**src/rtl/hs_seq_pkg.sv**
```systemverilog
package hs_seq_pkg;

    // Linear point on the stagger schedule: step 1 gives base, step >= steps
    // gives target, steps between are interpolated with truncation toward zero.
    function automatic logic [31:0] hs_ramp_point(
        input logic [31:0] base,
        input logic [31:0] target,
        input logic [31:0] step,
        input logic [31:0] steps
    );
        logic [31:0] span;
        logic [31:0] part;
        span = 32'd0;
        part = 32'd0;
        if (step <= 32'd1) begin
            return base;
        end
        if (step >= steps) begin
            return target;
        end
        if (target >= base) begin
            span = target - base;
            part = (span * (step - 32'd1)) / (steps - 32'd1);
            return base + part;
        end
        span = base - target;
        part = (span * (step - 32'd1)) / (steps - 32'd1);
        return base - part;
    endfunction

endpackage

```
**src/rtl/hs_offset_ramp.sv**
```systemverilog
module hs_offset_ramp
    import hs_seq_pkg::*;
#(
    parameter int CNT_W      = 16,
    parameter int OFF_W      = 17,
    parameter int STEP_W     = 3,
    parameter int START_DLY  = 20,
    parameter int GAP_CYC    = 4,
    parameter int RAMP_STEPS = 5
) (
    input  logic [STEP_W-1:0] step_i,
    input  logic [CNT_W-1:0]  on_len_i,
    output logic [OFF_W-1:0]  offset_o
);

    logic [31:0] target;
    logic [31:0] point;

    always_comb begin
        target   = 32'(on_len_i) + 32'(GAP_CYC);
        point    = hs_ramp_point(32'(START_DLY), target, 32'(step_i), 32'(RAMP_STEPS));
        offset_o = OFF_W'(point);
    end

endmodule

```
**src/rtl/hs_chan_slot.sv**
```systemverilog
module hs_chan_slot #(
    parameter int CNT_W     = 16,
    parameter int OFF_W     = 17,
    parameter int START_W   = 20,
    parameter int IDX       = 0,
    parameter int BLANK_CYC = 6
) (
    input  logic             clk_i,
    input  logic             rst_ni,
    input  logic             run_i,
    input  logic [CNT_W-1:0] pcnt_i,
    input  logic [CNT_W-1:0] on_len_i,
    input  logic [CNT_W-1:0] per_len_i,
    input  logic [OFF_W-1:0] offset_i,
    output logic             gate_o,
    output logic             blank_o
);

    localparam int BL_W = $clog2(BLANK_CYC + 1);

    typedef struct packed {
        logic            gate;
        logic [BL_W-1:0] blank;
    } slot_st_t;

    slot_st_t st_d, st_q;

    logic [START_W-1:0] t_start;
    logic [START_W-1:0] t_stop;
    logic [START_W-1:0] t_now;
    logic [START_W-1:0] t_per;
    logic               in_win;

    always_comb begin
        t_start = START_W'(IDX) * START_W'(offset_i);
        t_stop  = t_start + START_W'(on_len_i);
        t_now   = START_W'(pcnt_i);
        t_per   = START_W'(per_len_i);
        in_win  = run_i && (t_now >= t_start) && (t_now < t_stop) && (t_now < t_per);

        st_d      = st_q;
        st_d.gate = in_win;
        if (in_win != st_q.gate) begin
            st_d.blank = BL_W'(BLANK_CYC);
        end else if (st_q.blank != '0) begin
            st_d.blank = st_q.blank - BL_W'(1);
        end
    end

    always_ff @(posedge clk_i or negedge rst_ni) begin
        if (!rst_ni) begin
            st_q <= '0;
        end else begin
            st_q <= st_d;
        end
    end

    assign gate_o  = st_q.gate;
    assign blank_o = (st_q.blank != '0);

endmodule

```
**src/rtl/hs_sequencer_top.sv**
```systemverilog
module hs_sequencer_top
    import hs_seq_pkg::*;
#(
    parameter int NCH        = 4,
    parameter int CNT_W      = 16,
    parameter int START_DLY  = 20,
    parameter int GAP_CYC    = 4,
    parameter int BLANK_CYC  = 6,
    parameter int RAMP_STEPS = 5
) (
    input  logic             clk_i,
    input  logic             rst_ni,
    input  logic             enable_i,
    input  logic             meas_strobe_i,
    input  logic [CNT_W-1:0] meas_on_i,
    input  logic [CNT_W-1:0] meas_period_i,
    input  logic [NCH-1:0]   oc_trip_i,
    input  logic             global_off_i,
    output logic [NCH-1:0]   gate_en_o,
    output logic [NCH-1:0]   fault_blank_o
);

    localparam int STEP_W  = $clog2(RAMP_STEPS + 1);
    localparam int OFF_W   = CNT_W + 1;
    localparam int START_W = OFF_W + $clog2(NCH) + 1;
    localparam logic [CNT_W-1:0]  PCNT_MAX  = '1;
    localparam logic [STEP_W-1:0] STEP_LAST = STEP_W'(RAMP_STEPS);

    typedef struct packed {
        logic              active;
        logic [STEP_W-1:0] step;
        logic [CNT_W-1:0]  pcnt;
        logic [CNT_W-1:0]  on_len;
        logic [CNT_W-1:0]  per_len;
        logic [OFF_W-1:0]  offset;
        logic [NCH-1:0]    oc_lat;
    } seq_st_t;

    seq_st_t s_d, s_q;

    logic [STEP_W-1:0] step_state;
    logic [STEP_W-1:0] step_nx;
    logic [OFF_W-1:0]  off_nx;
    logic [NCH-1:0]    oc_state;
    logic [NCH-1:0]    run;

    assign step_state = s_q.step;
    assign oc_state   = s_q.oc_lat;
    assign step_nx    = (step_state < STEP_LAST) ? step_state + STEP_W'(1) : step_state;

    hs_offset_ramp #(
        .CNT_W      (CNT_W),
        .OFF_W      (OFF_W),
        .STEP_W     (STEP_W),
        .START_DLY  (START_DLY),
        .GAP_CYC    (GAP_CYC),
        .RAMP_STEPS (RAMP_STEPS)
    ) u_ramp (
        .step_i   (step_nx),
        .on_len_i (meas_on_i),
        .offset_o (off_nx)
    );

    always_comb begin
        s_d        = s_q;
        s_d.oc_lat = s_q.oc_lat | oc_trip_i;
        if (!enable_i) begin
            s_d.active = 1'b0;
            s_d.step   = '0;
        end else if (meas_strobe_i) begin
            s_d.active  = 1'b1;
            s_d.step    = step_nx;
            s_d.pcnt    = '0;
            s_d.on_len  = meas_on_i;
            s_d.per_len = meas_period_i;
            s_d.offset  = off_nx;
        end else if (s_q.pcnt != PCNT_MAX) begin
            s_d.pcnt = s_q.pcnt + CNT_W'(1);
        end
    end

    always_ff @(posedge clk_i or negedge rst_ni) begin
        if (!rst_ni) begin
            s_q <= '0;
        end else begin
            s_q <= s_d;
        end
    end

    assign run = {NCH{s_q.active & enable_i & ~global_off_i}} & ~(oc_state | oc_trip_i);

    generate
        for (genvar k = 0; k < NCH; k++) begin : g_ch
            hs_chan_slot #(
                .CNT_W     (CNT_W),
                .OFF_W     (OFF_W),
                .START_W   (START_W),
                .IDX       (k),
                .BLANK_CYC (BLANK_CYC)
            ) u_slot (
                .clk_i     (clk_i),
                .rst_ni    (rst_ni),
                .run_i     (run[k]),
                .pcnt_i    (s_q.pcnt),
                .on_len_i  (s_q.on_len),
                .per_len_i (s_q.per_len),
                .offset_i  (s_q.offset),
                .gate_o    (gate_en_o[k]),
                .blank_o   (fault_blank_o[k])
            );
        end
    endgenerate

endmodule

```
**config.mk**
```make
export PLATFORM = sky130hd
export DESIGN_NAME = hs_sequencer_top
export DESIGN_NICKNAME = d
export VERILOG_FILES = /design/src/rtl/hs_seq_pkg.sv /design/src/rtl/hs_offset_ramp.sv /design/src/rtl/hs_chan_slot.sv /design/src/rtl/hs_sequencer_top.sv
export SDC_FILE = /design/constraint.sdc
export NUM_CORES = 1
export LEC_CHECK = 0
export ABC_AREA = 1
export BUFFER_PORTS_ARGS = -buffer_cell sky130_fd_sc_hd__buf_2
export CORE_MARGIN = 1.5
export CORE_UTILIZATION = 66
export CTS_CLUSTER_DIAMETER = 30
export DETAILED_ROUTE_END_ITERATION = 16
export GPL_TIMING_DRIVEN = 0
export PLACE_DENSITY = 0.84
export SLEW_MARGIN = 25
export SYNTH_ARGS = -nofsm -noshare
export SYNTH_HDL_FRONTEND = slang
export SYNTH_SLANG_ARGS = --single-unit
```
**constraint.sdc**
```tcl
create_clock -name clk_i -period 6.6 [get_ports clk_i]
set_clock_uncertainty 0.15 [all_clocks]
set_input_delay 1.32 -clock clk_i [delete_from_list [all_inputs] [get_ports clk_i]]
set_output_delay 1.32 -clock clk_i [all_outputs]
set_load 0.02 [all_outputs]
```
### After elaboration in Yosys (flattened, before gate mapping)

Index checks and enable logic that the tools add are counted.

* muxes and demuxes: 25
* reduce and logical (&&, ||, !) cells: 23
* add/sub/neg operators: 15
* $lt $le $gt $ge: 13
* bitwise gates (word level): 6
* multiply operators: 3
* equality and inequality tests: 6

Operators by type and width (count)
* $mux 17: 6
* $lt 16x20->1: 3
* $ge 32x5->1 const B: 1
* $lt 16x16->1: 2
* $mul 32x32->19: 1
* $mul 32x4->19: 1
* $mux 16: 2
* $sub 32x5->32 const B: 1
* $sub 5x32->32 const A: 1
* $mux 3: 9
* $add 19x16->20: 1
* $add 18x16->19: 1
* $ge 16x19->1: 1
* $mul 2x17->19 const A: 1
* $add 17x16->18: 1
* $ge 16x18->1: 1
* $add 16x3->17 const B: 1
* $add 5x17->17 const A: 1
* $ge 16x17->1: 1
* $sub 5x17->17 const A: 1
* $add 16x1->16 const B: 1
* $ge 16x1->1 const B: 1
* $ne 16x16->1 const B: 1
* $logic_and 1x1->1: 12
* other kinds (18): 39

* bits in registers: 89
* output and inout port bits: 8
* bits of input ports: 41

### Depth between registers and ports, before layout

* depth after elaboration: 10
* gate-level depth with buffers: 38
* mapped depth without buffers: 36

### By module

Synthesis repeated with hierarchy kept, for this count alone.

* cell total of the unflattened synthesis: 2638
* area total of the unflattened synthesis: 18171.2 µm²

Modules (own cells, without submodules)
* hs_offset_ramp: cells each 985, area an instance 6267.3 µm², times used 1, sequential area each 0.0 µm²
* hs_sequencer_top: cells each 298, area an instance 3278.1 µm², times used 1, sequential area each 1826.8 µm²
* hs_chan_slot at g_ch[3].u_slot: cells each 479, area an instance 3045.4 µm², times used 1, sequential area each 100.1 µm²
* hs_chan_slot at g_ch[1].u_slot: cells each 352, area an instance 2270.9 µm², times used 1, sequential area each 100.1 µm²
* hs_chan_slot at g_ch[2].u_slot: cells each 361, area an instance 2260.9 µm², times used 1, sequential area each 100.1 µm²
* hs_chan_slot at g_ch[0].u_slot: cells each 163, area an instance 1048.5 µm², times used 1, sequential area each 100.1 µm²

### Worst setup path after synthesis

OpenSTA, ideal clock, no wires.

* kind: input to register
* start point: in meas_on_i[2]
* end point: reg s_q[19] (netlist name)
* arrival time: 5.909 ns
* stages on the path: 29
* data required time: 6.317 ns
* path slack: 0.408 ns
* cell sequence: buf_4 inv_1 ha_1 inv_1 nand2_1 nand2_1 nand2_1 nor2_1 xor2_1 inv_1 nor2_1 fa_1 fa_1 ha_1 ha_1 a21oi_1 o21ai_0 a21o_1 a21boi_0 xor2_1 nand2_1 nor2_1 nand3_1 nor2_1 nand2_1 nand3_1 nand3_1 nand2_1 o21ai_0

* cells in the longest elaborated chain, start to end: 8
* elaborated cells between the ends (all ways): 16
* classes of those cells: add/sub (5); mul (2); order compare (1); mux (8)

Ends and longest elaborated chain
* from (decl): line hs_sequencer_top.sv:15 `input logic [CNT_W-1:0] meas_on_i,`
* $add 16x3->17 (*): line hs_offset_ramp.sv:20 `target = 32'(on_len_i) + 32'(GAP_CYC);`
* $sub 32x5->32 or $ge 32x5->1 (tied branches): line hs_seq_pkg.sv:22, hs_seq_pkg.sv:21
* $mul 32x4->19 or $mux 1 (tied branches): line hs_seq_pkg.sv:23, hs_seq_pkg.sv:21
* $add 5x17->17 or $mux 1 (tied branches): line hs_seq_pkg.sv:24, hs_seq_pkg.sv:21
* $mux 17 or $mux 1 (tied branches): line hs_seq_pkg.sv:21, hs_seq_pkg.sv:18
* $mux 17: line hs_seq_pkg.sv:26 `span = base - target;`
* $mux 17 (*): line hs_seq_pkg.sv:21 `if (target >= base) begin`
* $mux 17 (*): line hs_seq_pkg.sv:18 `if (step >= steps) begin`
* to (signal assigned): line hs_sequencer_top.sv:84 `s_q <= '0;`
* to (signal assigned): line hs_sequencer_top.sv:86 `s_q <= s_d;`
* to (decl): line hs_sequencer_top.sv:39 `seq_st_t s_d, s_q;`

Every way passes the cells marked *; elsewhere a longest branch is shown, timed or not. The select of a mux whose other input is x is not followed.
A chain may end at the register's enable or synchronous reset.

### Worst setup path in the final report

Same ends and word-level chain as after synthesis.

==> run metrics <==
status=finished, final reports clean; Max-Cap Viols=0; critical-path cell with the highest stage delay=fa_1; Hold WC Path Type=flop to flop; post-DR wirelength/cell=17.6 microns; DPL Wire Length=35200 microns; XOR/XNOR Fraction of Synth Area=6.93%; setup TNS=0 ns; GRT Overall Usage=36.8%; GP Congestion=1.09; clk root buf=clkbuf_16; initial core utilization=67.3%; Syn Std Cell Area=0.0153 sq mm; PD cells=312 mW/mm^2; crit share post-route=98.8%; Tightest Pin Transition=1.09 ns; Crit path top cell by count=ha_4; clock tree from TritonCTS=done; fin nets=2636; crit path DAT=6.63 ns; flop-to-flop setup slack=0.30 ns; FILL cells=1719; first-pass GRT wire length=70500 microns; final core utilization=76.5%; slew margin rel.=27.1%; register area=0.00223 sq mm; Compound-Gate Fraction of Synth Area=14.4%; Die Y=155 microns; syn nets=2534; reg2reg start=step_state[0]$_DFFE_PN0P_; largest net degree at the start of global routing=77; first-pass iteration count of the detailed router=7; reg2reg end=s_q[19]$_DFFE_PN0P_; peak supply drop=0.211 mV; YS warnings=0; clock buffer count from CTS=9; Post-DRT Antenna Nets=0; Distinct cells, synth=53; slowest stage delay, CP=0.57 ns; synthesized area per cell=7.09 sq um; Die W=155 microns; Core ar.=0.0227 sq mm; EDFF count, synth=0; largest family of logic cells by synthesized area=adder cells; # DRC=0; sequential fraction of the synthesis area=14.6%; Detailed Route WL=44900 microns; H-tree depth=3; initial antenna violation count=1; CTS sink cnt=89; Synth async-reset ratio=100%; I/O pins=49; FF-to-FF path depth=31; WP buf/inv=7; Max Slew Vio Count=0; share of post-route cells with drive strength above 1=12.4%; input/output buffers=48; Synth Instances=2156; multiplexer share of the synthesized area=0%; Critical Path Start=meas_on_i[2]; simple-gate share of the synthesized area=23.8%; number of global-route vias before repair=14900; Clk pin slew, worst setup/hold paths=0.07 ns; Post-Synth Adder-Cell Area=30.9%; Core Rows=55; Tmin final=6.52 ns; Leakage=9.17 nW; Yosys reg bits=89; Levels on crit path=29; GRT overflow=0; Crit. End Element=flop; Final Hold Viols=0; drt first-iter violations=1167; crit path to=s_q[19]$_DFFE_PN0P_; routed vias=15200; fmax=153 MHz; Req. time, crit path=6.71 ns; Setup crit start kind=input pin; Vias/cell=5.97; Layout area overhead=13.6%; type of the worst setup path=input pin to flop; Worst Path Max Fanout=6; Final setup violation count=0; worst-skew pair later-pin latency=0.35 ns; Die ar.=0.0241 sq mm; Top Family by Delay on Critical Path=adder cells; Multi-input gate area=0.0124 sq mm; clock buffer depth=2; ys flop type=dfrtp_1
==> flip-flops by register name (all words and copies together), names as in the netlist <==
signal	count
s_q	66
g_ch.u_slot.st_q	12
g_ch.u_slot.gate_o	4
oc_state	4
step_state	3
==> Yosys cell counts (all sizes together), types with 8 or more instances <==
cell | instances | area (sq um)
nand4 | 36 | 225
ha | 270 | 3380
o21ai | 133 | 666
clkbuf | 24 | 90.1
nor2 | 221 | 880
a21o | 8 | 60.1
xnor2 | 35 | 307
nand3 | 114 | 576
nor4 | 8 | 50.1
nor3 | 27 | 135
a21oi | 170 | 851
or2 | 12 | 75.1
xor2 | 86 | 753
inv | 329 | 1230
nand2 | 410 | 1570
fa | 67 | 1340
o21bai | 25 | 188
dfrtp | 89 | 2230
buf | 15 | 111
o211ai | 16 | 120
==> power by group <==
group / switching, W / internal, W
clock network: 0.000234 / 0.000293
registers: 0.000132 / 0.000644
logic: 0.00250 / 0.00161
total: 0.00287 / 0.00255
==> worst min-delay path by stage <==
stage	from	end	slack, ns	depth (start not counted)
final	oc_state[2]$_DFF_PN0_	oc_state[2]$_DFF_PN0_	0.29	2
after global routing	oc_state[3]$_DFF_PN0_	oc_state[3]$_DFF_PN0_	0.31	1
after CTS	oc_state[2]$_DFF_PN0_	oc_state[2]$_DFF_PN0_	0.30	2
after detailed placement	oc_state[2]$_DFF_PN0_	oc_state[2]$_DFF_PN0_	0.29	2
after global placement	oc_state[2]$_DFF_PN0_	oc_state[2]$_DFF_PN0_	0.28	2
after floorplan	oc_state[2]$_DFF_PN0_	oc_state[2]$_DFF_PN0_	0.26	2
==> worst reg2reg max path, delay by kind of cell, from the launching register on <==
family / cells / cell delay (ns)
AO/OA/AOI/OAI: 3 / 0.48
AND/OR/NAND/NOR: 14 / 1.94
XOR/XNOR: 1 / 0.11
buffers and inverters: 6 / 0.50
flip-flops: 1 / 0.43
adder cells (fa/ha/maj): 7 / 2.60
==> cells by family (layout without fill, tap and decap cells) <==
kind of cell	count (synthesis)	count (layout)
AO/OA/AOI/OAI	393	393
AND/OR/NAND/NOR	845	845
flip-flops	89	89
XOR/XNOR	121	121
adder cells (fa/ha/maj)	337	337
other	0	1
buffers and inverters	371	477
==> what timing repair did <==
item | CTS | global route
endpoints found under the setup margin | 13 | 8
gates resized for setup | 53 | 117
hold buffers | 0 | 0
pin swaps | 7 | 37
setup buffers | 8 | 36
==> through the flow <==
step | worst slack, ns | area (sq um) | power, W | instances | hold slack (ns)
floorplan | 0.408 | 15300 | 0.00363 | 2156 | 0.261
global placement | -1.07 | 15900 | 0.00434 | 2489 | 0.276
detailed placement | -1.06 | 15900 | 0.00450 | 2490 | 0.286
CTS | -0.00531 | 16500 | 0.00508 | 2511 | 0.302
global route | -0.168 | 17400 | 0.00594 | 2547 | 0.314
finish | 0.0784 | 17400 | 0.00542 | 2548 | 0.295
==> layout make-up <==
cell class	count	share of cell area, %
Clock buffer	9	1.30
Buffer	37	1.23
Antenna cell	1	0.0144
Multi-Input combinational cell	1696	71.3
Tap cell	285	2.05
Timing Repair Buffer	93	3.58
Inverter	332	7.26
Clock inverter	6	0.389
Sequential cell	89	12.8
==> layer usage <==
metal | global-route usage [%] | vias to the layer above | share of wire (%)
li1 | - | 7317 | -
met1 | 42.8 | 7144 | 40
met2 | 64.3 | 560 | 48
met3 | 3.79 | 186 | 5.2
met4 | 25.0 | 0 | 7.3
met5 | 0 | - | 0
==> cells in the final DEF (no fill, tap or decap), drive strengths merged, types with 86 or more instances in the layout <==
cell	Yosys	final
buf	15	107
nand2	410	410
o21ai	133	133
nor2	221	221
a21oi	170	170
ha	270	270
nand3	114	114
inv	329	329
dfrtp	89	89
xor2	86	86
Note: power is estimated with default switching activity, not from simulation.
